<file path="config.mk">
export PLATFORM = sky130hd
export DESIGN_NAME = fspi_frame_master
export DESIGN_NICKNAME = d
export VERILOG_FILES = /design/src/rtl/fspi_pkg.sv /design/src/rtl/fspi_dly_check.sv /design/src/rtl/fspi_en_seq.sv /design/src/rtl/fspi_shift_fsm.sv /design/src/rtl/fspi_frame_master.sv
export SDC_FILE = /design/constraint.sdc
export NUM_CORES = 1
export LEC_CHECK = 0
export BUFFER_PORTS_ARGS = -buffer_cell sky130_fd_sc_hd__buf_2
export CORE_MARGIN = 4
export CORE_UTILIZATION = 56
export CTS_CLUSTER_DIAMETER = 200
export DETAILED_ROUTE_END_ITERATION = 6
export PLACE_DENSITY = 0.77
export SYNTH_ARGS = -nofsm -noshare
export SYNTH_HDL_FRONTEND = slang
export SYNTH_SLANG_ARGS = --single-unit
</file>
<file path="constraint.sdc">
create_clock -name clk -period 5.1 [get_ports clk]
set_clock_uncertainty 0.1 [all_clocks]
set_input_delay 1.53 -clock clk [delete_from_list [all_inputs] [get_ports clk]]
set_output_delay 1.53 -clock clk [all_outputs]
set_load 0.02 [all_outputs]
</file>
<file path="src/rtl/fspi_pkg.sv">
package fspi_pkg;
  localparam int EN_CLK = 0;
  localparam int EN_RX  = 1;
  localparam int EN_TX  = 2;
  localparam int EN_FS  = 3;
  localparam int EN_N   = 4;

  typedef enum logic [2:0] {
    ST_IDLE, ST_SYNC_WAIT, ST_DATA_WAIT, ST_SHIFT, ST_DONE
  } fsm_e;

  // Delay code to half-bit count; code 4 maps to 8 and is refused later.
  function automatic logic [3:0] dly_half(input logic [2:0] code);
    logic [3:0] h;
    case (code)
      3'd5:    h = 4'd1;
      3'd6:    h = 4'd3;
      3'd7:    h = 4'd5;
      default: h = {code, 1'b0};
    endcase
    return h;
  endfunction
endpackage

</file>
<file path="src/rtl/fspi_dly_check.sv">
module fspi_dly_check #(
  parameter int MAX_DATA_HALF = 4,
  parameter int MAX_SYNC_HALF = 6
) (
  input  logic [2:0] data_dly,
  input  logic [2:0] sync_dly,
  output logic [3:0] data_half,
  output logic [3:0] sync_half,
  output logic       legal
);
  import fspi_pkg::*;

  always_comb begin
    data_half = dly_half(data_dly);
    sync_half = dly_half(sync_dly);
    legal = (data_dly != 3'd4) && (sync_dly != 3'd4) &&
            (int'(data_half) <= MAX_DATA_HALF) &&
            (int'(sync_half) <= MAX_SYNC_HALF) &&
            (data_half[0] == sync_half[0]);
  end
endmodule

</file>
<file path="src/rtl/fspi_en_seq.sv">
module fspi_en_seq #(
  parameter int N = 4
) (
  input  logic         clk,
  input  logic         rst_n,
  input  logic [N-1:0] req,
  input  logic         fs_legal,
  output logic [N-1:0] ack,
  output logic         launch
);
  logic [N-1:0] ack_q, ack_d;

  for (genvar g = 0; g < N; g++) begin : g_en
    logic up_ok, dn_ok, gate_ok;
    if (g == 0) begin : g_lo
      assign up_ok = 1'b1;
    end else begin : g_lo
      assign up_ok = ack_q[g-1];
    end
    if (g == N-1) begin : g_hi
      assign dn_ok   = 1'b1;
      assign gate_ok = fs_legal;
    end else begin : g_hi
      assign dn_ok   = ~ack_q[g+1];
      assign gate_ok = 1'b1;
    end
    assign ack_d[g] = (req[g] && up_ok && gate_ok) ? 1'b1 :
                      (!req[g] && dn_ok)           ? 1'b0 : ack_q[g];

    if (g > 0) begin : g_up_chk

      ack_order_up_chk: assert property (@(posedge clk) disable iff (!rst_n)
        $rose(ack_q[g]) |-> $past(ack_q[g-1]));
    end
    if (g < N-1) begin : g_dn_chk

      ack_order_dn_chk: assert property (@(posedge clk) disable iff (!rst_n)
        $fell(ack_q[g]) |-> !$past(ack_q[g+1]));
    end
  end

  always_ff @(posedge clk or negedge rst_n) begin
    if (!rst_n) ack_q <= '0;
    else        ack_q <= ack_d;
  end

  assign ack    = ack_q;
  assign launch = ack_d[N-1] & ~ack_q[N-1];


  fs_legal_chk: assert property (@(posedge clk) disable iff (!rst_n)
    $rose(ack_q[N-1]) |-> $past(fs_legal));
endmodule

</file>
<file path="src/rtl/fspi_shift_fsm.sv">
module fspi_shift_fsm #(
  parameter int DW  = 32,
  parameter int BLW = 5,
  parameter int WCW = 6
) (
  input  logic           clk,
  input  logic           rst_n,
  input  logic           launch,
  input  logic           run,
  input  logic           tx_on,
  input  logic           rx_on,
  input  logic           half_stb,
  input  logic [BLW-1:0] bit_len_m1,
  input  logic [WCW-1:0] word_cnt_m1,
  input  logic           lsb_first,
  input  logic [3:0]     sync_half,
  input  logic [3:0]     data_half,
  input  logic [DW-1:0]  tx_data,
  input  logic           tx_empty,
  input  logic           miso,
  output logic           tx_pop,
  output logic           rx_push,
  output logic [DW-1:0]  rx_data,
  output logic           sclk,
  output logic           sync_on,
  output logic           mosi_bit,
  output logic           data_phase,
  output logic           tx_eof,
  output logic           rx_eof,
  output logic           tx_udf
);
  import fspi_pkg::*;
  localparam logic [BLW-1:0] TOP = BLW'(DW-1);

  fsm_e           st_q, st_d;
  logic [3:0]     cnt_q, cnt_d;
  logic           sclk_q, sclk_d, sync_q, sync_d;
  logic [DW-1:0]  tx_sh_q, tx_sh_d, rx_sh_q, rx_sh_d;
  logic [BLW-1:0] bit_q, bit_d, shamt;
  logic [WCW-1:0] word_q, word_d;
  logic           teof_q, teof_d, reof_q, reof_d, udf_q, udf_d;
  logic           load, push, sample;
  logic [DW-1:0]  fetch;

  assign shamt = TOP - bit_len_m1;
  assign fetch = (tx_on && !tx_empty) ? tx_data : '0;

  always_comb begin
    st_d = st_q; cnt_d = cnt_q; sclk_d = sclk_q; sync_d = sync_q;
    tx_sh_d = tx_sh_q; rx_sh_d = rx_sh_q; bit_d = bit_q; word_d = word_q;
    teof_d = teof_q; reof_d = reof_q; udf_d = udf_q;
    load = 1'b0; push = 1'b0; sample = 1'b0;
    if (launch) begin
      st_d = ST_SYNC_WAIT; cnt_d = sync_half;
      teof_d = 1'b0; reof_d = 1'b0; udf_d = 1'b0;
    end else if (!run) begin
      st_d = ST_IDLE; sclk_d = 1'b0; sync_d = 1'b0;
    end else if (half_stb) begin
      case (st_q)
        ST_SYNC_WAIT:
          if (cnt_q == 4'd0) begin
            sync_d = 1'b1; cnt_d = data_half; st_d = ST_DATA_WAIT;
            load = 1'b1; word_d = '0;
          end else cnt_d = cnt_q - 4'd1;
        ST_DATA_WAIT:
          if (cnt_q == 4'd0) begin
            sclk_d = 1'b1; sample = 1'b1; st_d = ST_SHIFT;
          end else cnt_d = cnt_q - 4'd1;
        ST_SHIFT:
          if (!sclk_q) begin
            sclk_d = 1'b1; sample = 1'b1;
          end else begin
            sclk_d = 1'b0;
            if (bit_q != bit_len_m1) begin
              bit_d   = bit_q + 1'b1;
              tx_sh_d = lsb_first ? (tx_sh_q >> 1) : (tx_sh_q << 1);
            end else begin
              push = rx_on;
              if (word_q == word_cnt_m1) begin
                st_d = ST_DONE; sync_d = 1'b0; teof_d = 1'b1; reof_d = rx_on;
              end else begin
                load = 1'b1; word_d = word_q + 1'b1;
              end
            end
          end
        default: ;
      endcase
    end
    if (sample)
      rx_sh_d = lsb_first ? {miso, rx_sh_q[DW-1:1]} : {rx_sh_q[DW-2:0], miso};
    if (load) begin
      tx_sh_d = lsb_first ? (fetch >> shamt) : fetch;
      rx_sh_d = '0;
      bit_d   = '0;
      udf_d   = udf_d | (tx_on & tx_empty);
    end
  end

  always_ff @(posedge clk or negedge rst_n) begin
    if (!rst_n) begin
      st_q <= ST_IDLE; cnt_q <= '0; sclk_q <= 1'b0; sync_q <= 1'b0;
      tx_sh_q <= '0; rx_sh_q <= '0; bit_q <= '0; word_q <= '0;
      teof_q <= 1'b0; reof_q <= 1'b0; udf_q <= 1'b0;
    end else begin
      st_q <= st_d; cnt_q <= cnt_d; sclk_q <= sclk_d; sync_q <= sync_d;
      tx_sh_q <= tx_sh_d; rx_sh_q <= rx_sh_d; bit_q <= bit_d; word_q <= word_d;
      teof_q <= teof_d; reof_q <= reof_d; udf_q <= udf_d;
    end
  end

  assign tx_pop     = load & tx_on & ~tx_empty;
  assign rx_push    = push;
  assign rx_data    = lsb_first ? rx_sh_q : (rx_sh_q << shamt);
  assign sclk       = sclk_q;
  assign sync_on    = sync_q;
  assign mosi_bit   = lsb_first ? tx_sh_q[0] : tx_sh_q[DW-1];
  assign data_phase = (st_q == ST_DATA_WAIT) || (st_q == ST_SHIFT);
  assign tx_eof     = teof_q;
  assign rx_eof     = reof_q;
  assign tx_udf     = udf_q;


  sclk_on_strobe_chk: assert property (@(posedge clk) disable iff (!rst_n)
    (!$stable(sclk_q) && $past(run)) |-> $past(half_stb));

  sync_on_strobe_chk: assert property (@(posedge clk) disable iff (!rst_n)
    $rose(sync_q) |-> $past(half_stb));

  sync_needs_run_chk: assert property (@(posedge clk) disable iff (!rst_n)
    sync_q |-> $past(run) || $past(launch));

  eof_ends_sync_chk: assert property (@(posedge clk) disable iff (!rst_n)
    $rose(teof_q) |-> $fell(sync_q));

  udf_cause_chk: assert property (@(posedge clk) disable iff (!rst_n)
    $rose(udf_q) |-> $past(tx_empty));
endmodule

</file>
<file path="src/rtl/fspi_frame_master.sv">
module fspi_frame_master #(
  parameter int DW        = 32,
  parameter int MAX_WORDS = 64,
  localparam int BLW      = $clog2(DW),
  localparam int WCW      = $clog2(MAX_WORDS)
) (
  input  logic           clk,
  input  logic           rst_n,
  input  logic           half_stb,
  input  logic [3:0]     en_req,
  input  logic [BLW-1:0] bit_len_m1,
  input  logic [WCW-1:0] word_cnt_m1,
  input  logic           lsb_first,
  input  logic           sync_act_low,
  input  logic [2:0]     data_dly,
  input  logic [2:0]     sync_dly,
  input  logic           tx_mask,
  input  logic [1:0]     idle_mode,
  input  logic [DW-1:0]  tx_data,
  input  logic           tx_empty,
  output logic           tx_pop,
  output logic [DW-1:0]  rx_data,
  output logic           rx_push,
  input  logic           miso,
  output logic           sclk,
  output logic           frame_sync,
  output logic           mosi,
  output logic           mosi_oe,
  output logic [3:0]     en_ack,
  output logic           tx_eof,
  output logic           rx_eof,
  output logic           tx_udf
);
  import fspi_pkg::*;

  logic [3:0] data_half, sync_half;
  logic       legal, launch, sync_on, mosi_bit, data_phase, tx_on, tx_drive;

  fspi_dly_check u_dly (
    .data_dly(data_dly), .sync_dly(sync_dly),
    .data_half(data_half), .sync_half(sync_half), .legal(legal));

  fspi_en_seq #(.N(EN_N)) u_seq (
    .clk(clk), .rst_n(rst_n), .req(en_req), .fs_legal(legal),
    .ack(en_ack), .launch(launch));

  assign tx_on = en_ack[EN_TX] & ~tx_mask;

  fspi_shift_fsm #(.DW(DW), .BLW(BLW), .WCW(WCW)) u_fsm (
    .clk(clk), .rst_n(rst_n), .launch(launch), .run(en_ack[EN_FS]),
    .tx_on(tx_on), .rx_on(en_ack[EN_RX]), .half_stb(half_stb),
    .bit_len_m1(bit_len_m1), .word_cnt_m1(word_cnt_m1), .lsb_first(lsb_first),
    .sync_half(sync_half), .data_half(data_half), .tx_data(tx_data),
    .tx_empty(tx_empty), .miso(miso), .tx_pop(tx_pop), .rx_push(rx_push),
    .rx_data(rx_data), .sclk(sclk), .sync_on(sync_on), .mosi_bit(mosi_bit),
    .data_phase(data_phase), .tx_eof(tx_eof), .rx_eof(rx_eof), .tx_udf(tx_udf));

  assign tx_drive   = data_phase & tx_on;
  assign mosi       = tx_drive ? mosi_bit : (idle_mode == 2'b01);
  assign mosi_oe    = tx_drive | ~idle_mode[1];
  assign frame_sync = sync_on ^ sync_act_low;


  push_needs_rx_chk: assert property (@(posedge clk) disable iff (!rst_n)
    rx_push |-> en_ack[EN_RX] && sclk);

  masked_no_pop_chk: assert property (@(posedge clk) disable iff (!rst_n)
    tx_mask |-> !tx_pop);
endmodule

</file>
==> impl_metrics.sql <==
INSERT INTO impl_metrics (metric_group, metric, value, unit) VALUES
('outcome', 'status', 'finished clean', ''),
('sta', 'setup_tns_final', '0', 'ns'),
('global_route', 'grt_pass1_wl', '45.4', 'mm'),
('clock_network', 'root_buffer', 'clkbuf_16', ''),
('logic_synthesis', 'ys_seq_elements', '91', ''),
('logic_synthesis', 'synthDominantCellAreaShare', '26.4', '%'),
('worst_setup_path', 'setup.worst_path.end_class', 'output pin', ''),
('worst_setup_path', 'critical_path.max_stage_delay', '0.51', 'ns'),
('detailed_routing', 'route.final.wire_length', '28.2', 'mm'),
('logic_synthesis', 'syn_inst', '997', ''),
('pwr', 'design_power_total', '1950', 'µW'),
('global_route', 'grt.met3_usage', '5.95', '%'),
('placed_design', 'dpl.hpwl', '20.8', 'mm'),
('logic_synthesis', 'synthesis.area', '8640', 'µm²'),
('logic_synthesis', 'synth_cell_type_count', '71', ''),
('logic_synthesis', 'post_synth_main_area_contributors', 'dfrtp_1 26%, mux4_2 11%, mux2i_1 11%, nor2_1 4.7%, nand2_1 4.6%', ''),
('logic_synthesis', 'synthSimpleGateAreaFrac', '17.0', '%'),
('placed_design', 'placedCellCount', '1247', ''),
('sta', 'final_period_minus_worst_setup_slack', '4.98', 'ns'),
('placed_design', 'portBuffers', '107', ''),
('die', 'effective_utilization_at_floorplan', '57.0', '%'),
('logic_synthesis', 'post_synth_xor_area_fraction', '1.62', '%'),
('logic_synthesis', 'synth-edff-count', '0', ''),
('clock_network', 'clk_transition_reported_paths', '0.07', 'ns'),
('worst_setup_path', 'critPathBufInv', '4', ''),
('placed_design', 'detailed_place.area', '9400', 'µm²'),
('worst_setup_path', 'critPathArrivalTime', '3.35', 'ns'),
('sta', 'slew_headroom', '32.0', '%'),
('detailed_routing', 'detail_route.vias_per_cell', '6.84', ''),
('die', 'boundaryPins', '108', ''),
('worst_setup_path', 'crit_path_start_kind', 'input port', ''),
('cells_and_area', 'num_antenna_cells', '0', ''),
('die', 'design.core.area', '15100', 'µm²'),
('global_route', 'grt_util_met2', '50.0', '%'),
('clock_network', 'clock_insertion_delay_worst_skew', '0.35', 'ns'),
('pwr', 'powerDensity', '201', 'nW/µm²'),
('cells_and_area', 'layout.nets', '1136', ''),
('logic_synthesis', 'synth.yosys.warnings', '0', ''),
('logic_synthesis', 'synth_top_family_by_area', 'multiplexers', ''),
('sta', 'finalHoldViolations', '0', ''),
('logic_synthesis', 'synth.yosys.seq_area_share', '26.4', '%'),
('sta', 'grt_setup_unrepaired', 'no', ''),
('logic_synthesis', 'synth.mux.area_fraction', '25.4', '%'),
('detailed_routing', 'vias', '8626', ''),
('detailed_routing', 'ant_nets', '0', ''),
('detailed_routing', 'remaining_drc_errors', '0', ''),
('global_route', 'antenna_violations_before_repair', '0', ''),
('global_route', 'grt_most_used_layer', 'met2', ''),
('global_route', 'first_global_vias', '8322', ''),
('worst_setup_path', 'critPathMostFrequentCell', 'mux2i_1', ''),
('run', 'cap_viol_max_count', '0', ''),
('logic_synthesis', 'syn_area_per_cell', '8.66', 'µm²'),
('clock_network', 'cts_buffers', '9', ''),
('clock_network', 'htree_num_levels', '3', ''),
('logic_synthesis', 'synth_area_leader_cell', 'dfrtp_1', ''),
('global_route', 'global_route.usage.total', '32.0', '%'),
('logic_synthesis', 'ys_async_sr_fraction', '100', '%'),
('worst_setup_path', 'slowest_stage', 'mux4_2', ''),
('die', 'std_cell_rows', '45', ''),
('worst_setup_path', 'critPathTopFamily', 'multiplexers', ''),
('logic_synthesis', 'postSynthNetCount', '1063', ''),
('sta', 'worstMarginPinSlew', '1.02', 'ns'),
('global_route', 'grt_util_met1', '44.7', '%'),
('die', 'die_height', '132', 'µm'),
('sta', 'finalSetupViolations', '0', ''),
('sta', 'final_max_slew_viol_count', '0', ''),
('global_route', 'maximum_number_of_pins_on_one_net_before_global_route_repair', '75', ''),
('die', 'die-width', '132', 'µm'),
('worst_setup_path', 'critPathKind', 'in2out', ''),
('pwr', 'static-leakage-power', '0.00412', 'µW'),
('global_route', 'grt_overflow', '0', '');
## cells by family after synthesis
| group | Yosys count |
|---|---|
| simple gates | 324 |
| compound gates | 291 |
| mux | 163 |
| buf+inv | 109 |
| flops | 91 |
| xor+xnor | 16 |
| fa+ha+maj | 3 |
## stage by stage
stage | util, % | hold WS, ns | setup WS (ns)
detailed placement | 62.0 | 0.381 | 0.109
finish | 64.0 | 0.399 | 0.116
global placement | 62.0 | 0.358 | 0.104
global route | 64.0 | 0.423 | 0.0507
CTS | 64.0 | 0.397 | 0.0848
floorplan | - | 0.366 | 0.0810
## layout make-up
type / instances / area [µm²]
timing repair buffer: 148 / 907
multi-input combinational: 797 / 5900
clock buffer: 10 / 229
tap: 188 / 235
fill: 1321 / 5450
inverter: 23 / 86.3
sequential: 91 / 2280
clock inverter: 5 / 62.6
## flip-flops by register name, indices dropped and copies added (netlist names), 3 cells and up
name,flops
u_seq.ack,4
u_fsm.st_q,3
u_fsm.rx_sh_q,32
u_fsm.word_q,6
u_fsm.cnt_q,4
u_fsm.bit_q,5
u_fsm.tx_sh_q,32
## worst paths after layout
check                          startpoint                end  slack, ns  depth (start not counted)
max reg2reg                u_fsm.cnt_q[0]  u_fsm.tx_sh_q[27]       1.66                          8
min in group asynchronous           rst_n     u_fsm.cnt_q[0]       1.20                          1
min                          u_fsm.tx_udf       u_fsm.tx_udf       0.40                          2
max                         bit_len_m1[1]        rx_data[26]       0.12                          8
max in group asynchronous           rst_n  u_fsm.rx_sh_q[31]       2.85                          2
min reg2reg                  u_fsm.tx_udf       u_fsm.tx_udf       0.40                          2
## layer usage
metal	wire length [µm]	part of all wire (%)
met4	1140	4.0
met1	11500	41
met3	2610	9.3
met2	12900	46
met5	0	0
## layout by cell type (no fill, tap or decap), types with 6 or more instances in the layout
master | synthesis | routed
o21ai_0 | 58 | 57
xnor2_1 | 11 | 11
inv_1 | 22 | 22
nor2b_1 | 8 | 8
a21oi_1 | 37 | 37
mux2i_1 | 93 | 93
nand4_1 | 9 | 9
nand2_1 | 106 | 106
nor4_1 | 8 | 8
o211ai_1 | 8 | 8
o22ai_1 | 11 | 11
nand3_1 | 34 | 34
mux2_2 | 28 | 28
o31ai_1 | 6 | 6
o2bb2ai_1 | 6 | 6
o221ai_1 | 14 | 14
and3_1 | 8 | 8
a221o_1 | 11 | 11
buf_2 | 29 | 103
nand2b_1 | 9 | 9
mux4_2 | 42 | 42
dfrtp_1 | 91 | 91
nor3_1 | 8 | 8
nor2_1 | 109 | 108
clkbuf_16 | 0 | 9
a22oi_1 | 12 | 12
buf_4 | 5 | 40
a21boi_0 | 29 | 29
a211oi_1 | 40 | 40
a31oi_1 | 11 | 11
## synth_stat cells, types with 3 or more instances
cell and instances:
nand4_1 9, a22o_1 4, o211ai_1 8, dfrtp_1 91, nor4_1 8, nand2b_1 9
buf_2 29, a21oi_1 37, and3_1 8, or2_2 4, a22oi_1 12, xor2_1 5
a221o_1 11, nand2_1 106, a21boi_0 29, a31oi_1 11, a2111oi_0 3, o221ai_1 14
ha_1 3, nand3_1 34, clkbuf_1 41, a211oi_1 40, o21a_1 3, o2bb2ai_1 6
a221oi_1 4, o31ai_1 6, buf_4 5, mux2_2 28, xnor2_1 11, and2_1 5
nor3b_1 3, mux4_2 42, nor2_1 109, buf_1 8, nor3_1 8, a21o_1 3
o221a_2 5, o21ai_0 58, o22ai_1 11, nor2b_1 8, a311oi_1 4, inv_1 22
mux2i_1 93
## worst register-to-register path, stage by stage (launching register included)
cell,delay (ns)
dfrtp_1,0.43
inv_1,0.08
ha_1,0.19
or3b_4,0.42
or4b_4,0.57
nand2_4,0.08
buf_4,0.58
nor2_1,0.43
a221o_1,0.45
## timing repair
action / CTS / global route
hold endpoints to repair: 0 / 0
setup endpoints to repair: 0 / 9
buffers inserted: 0 / 0
resized for setup: 0 / 3
## report_power, final
part           internal (µW)  switching, µW  total (µW)
Combinational            204            288         492
Clock                    382            302         685
Sequential               746           29.4         776
Total                   1330            620        1950
Power figures use the tool's default switching activity.
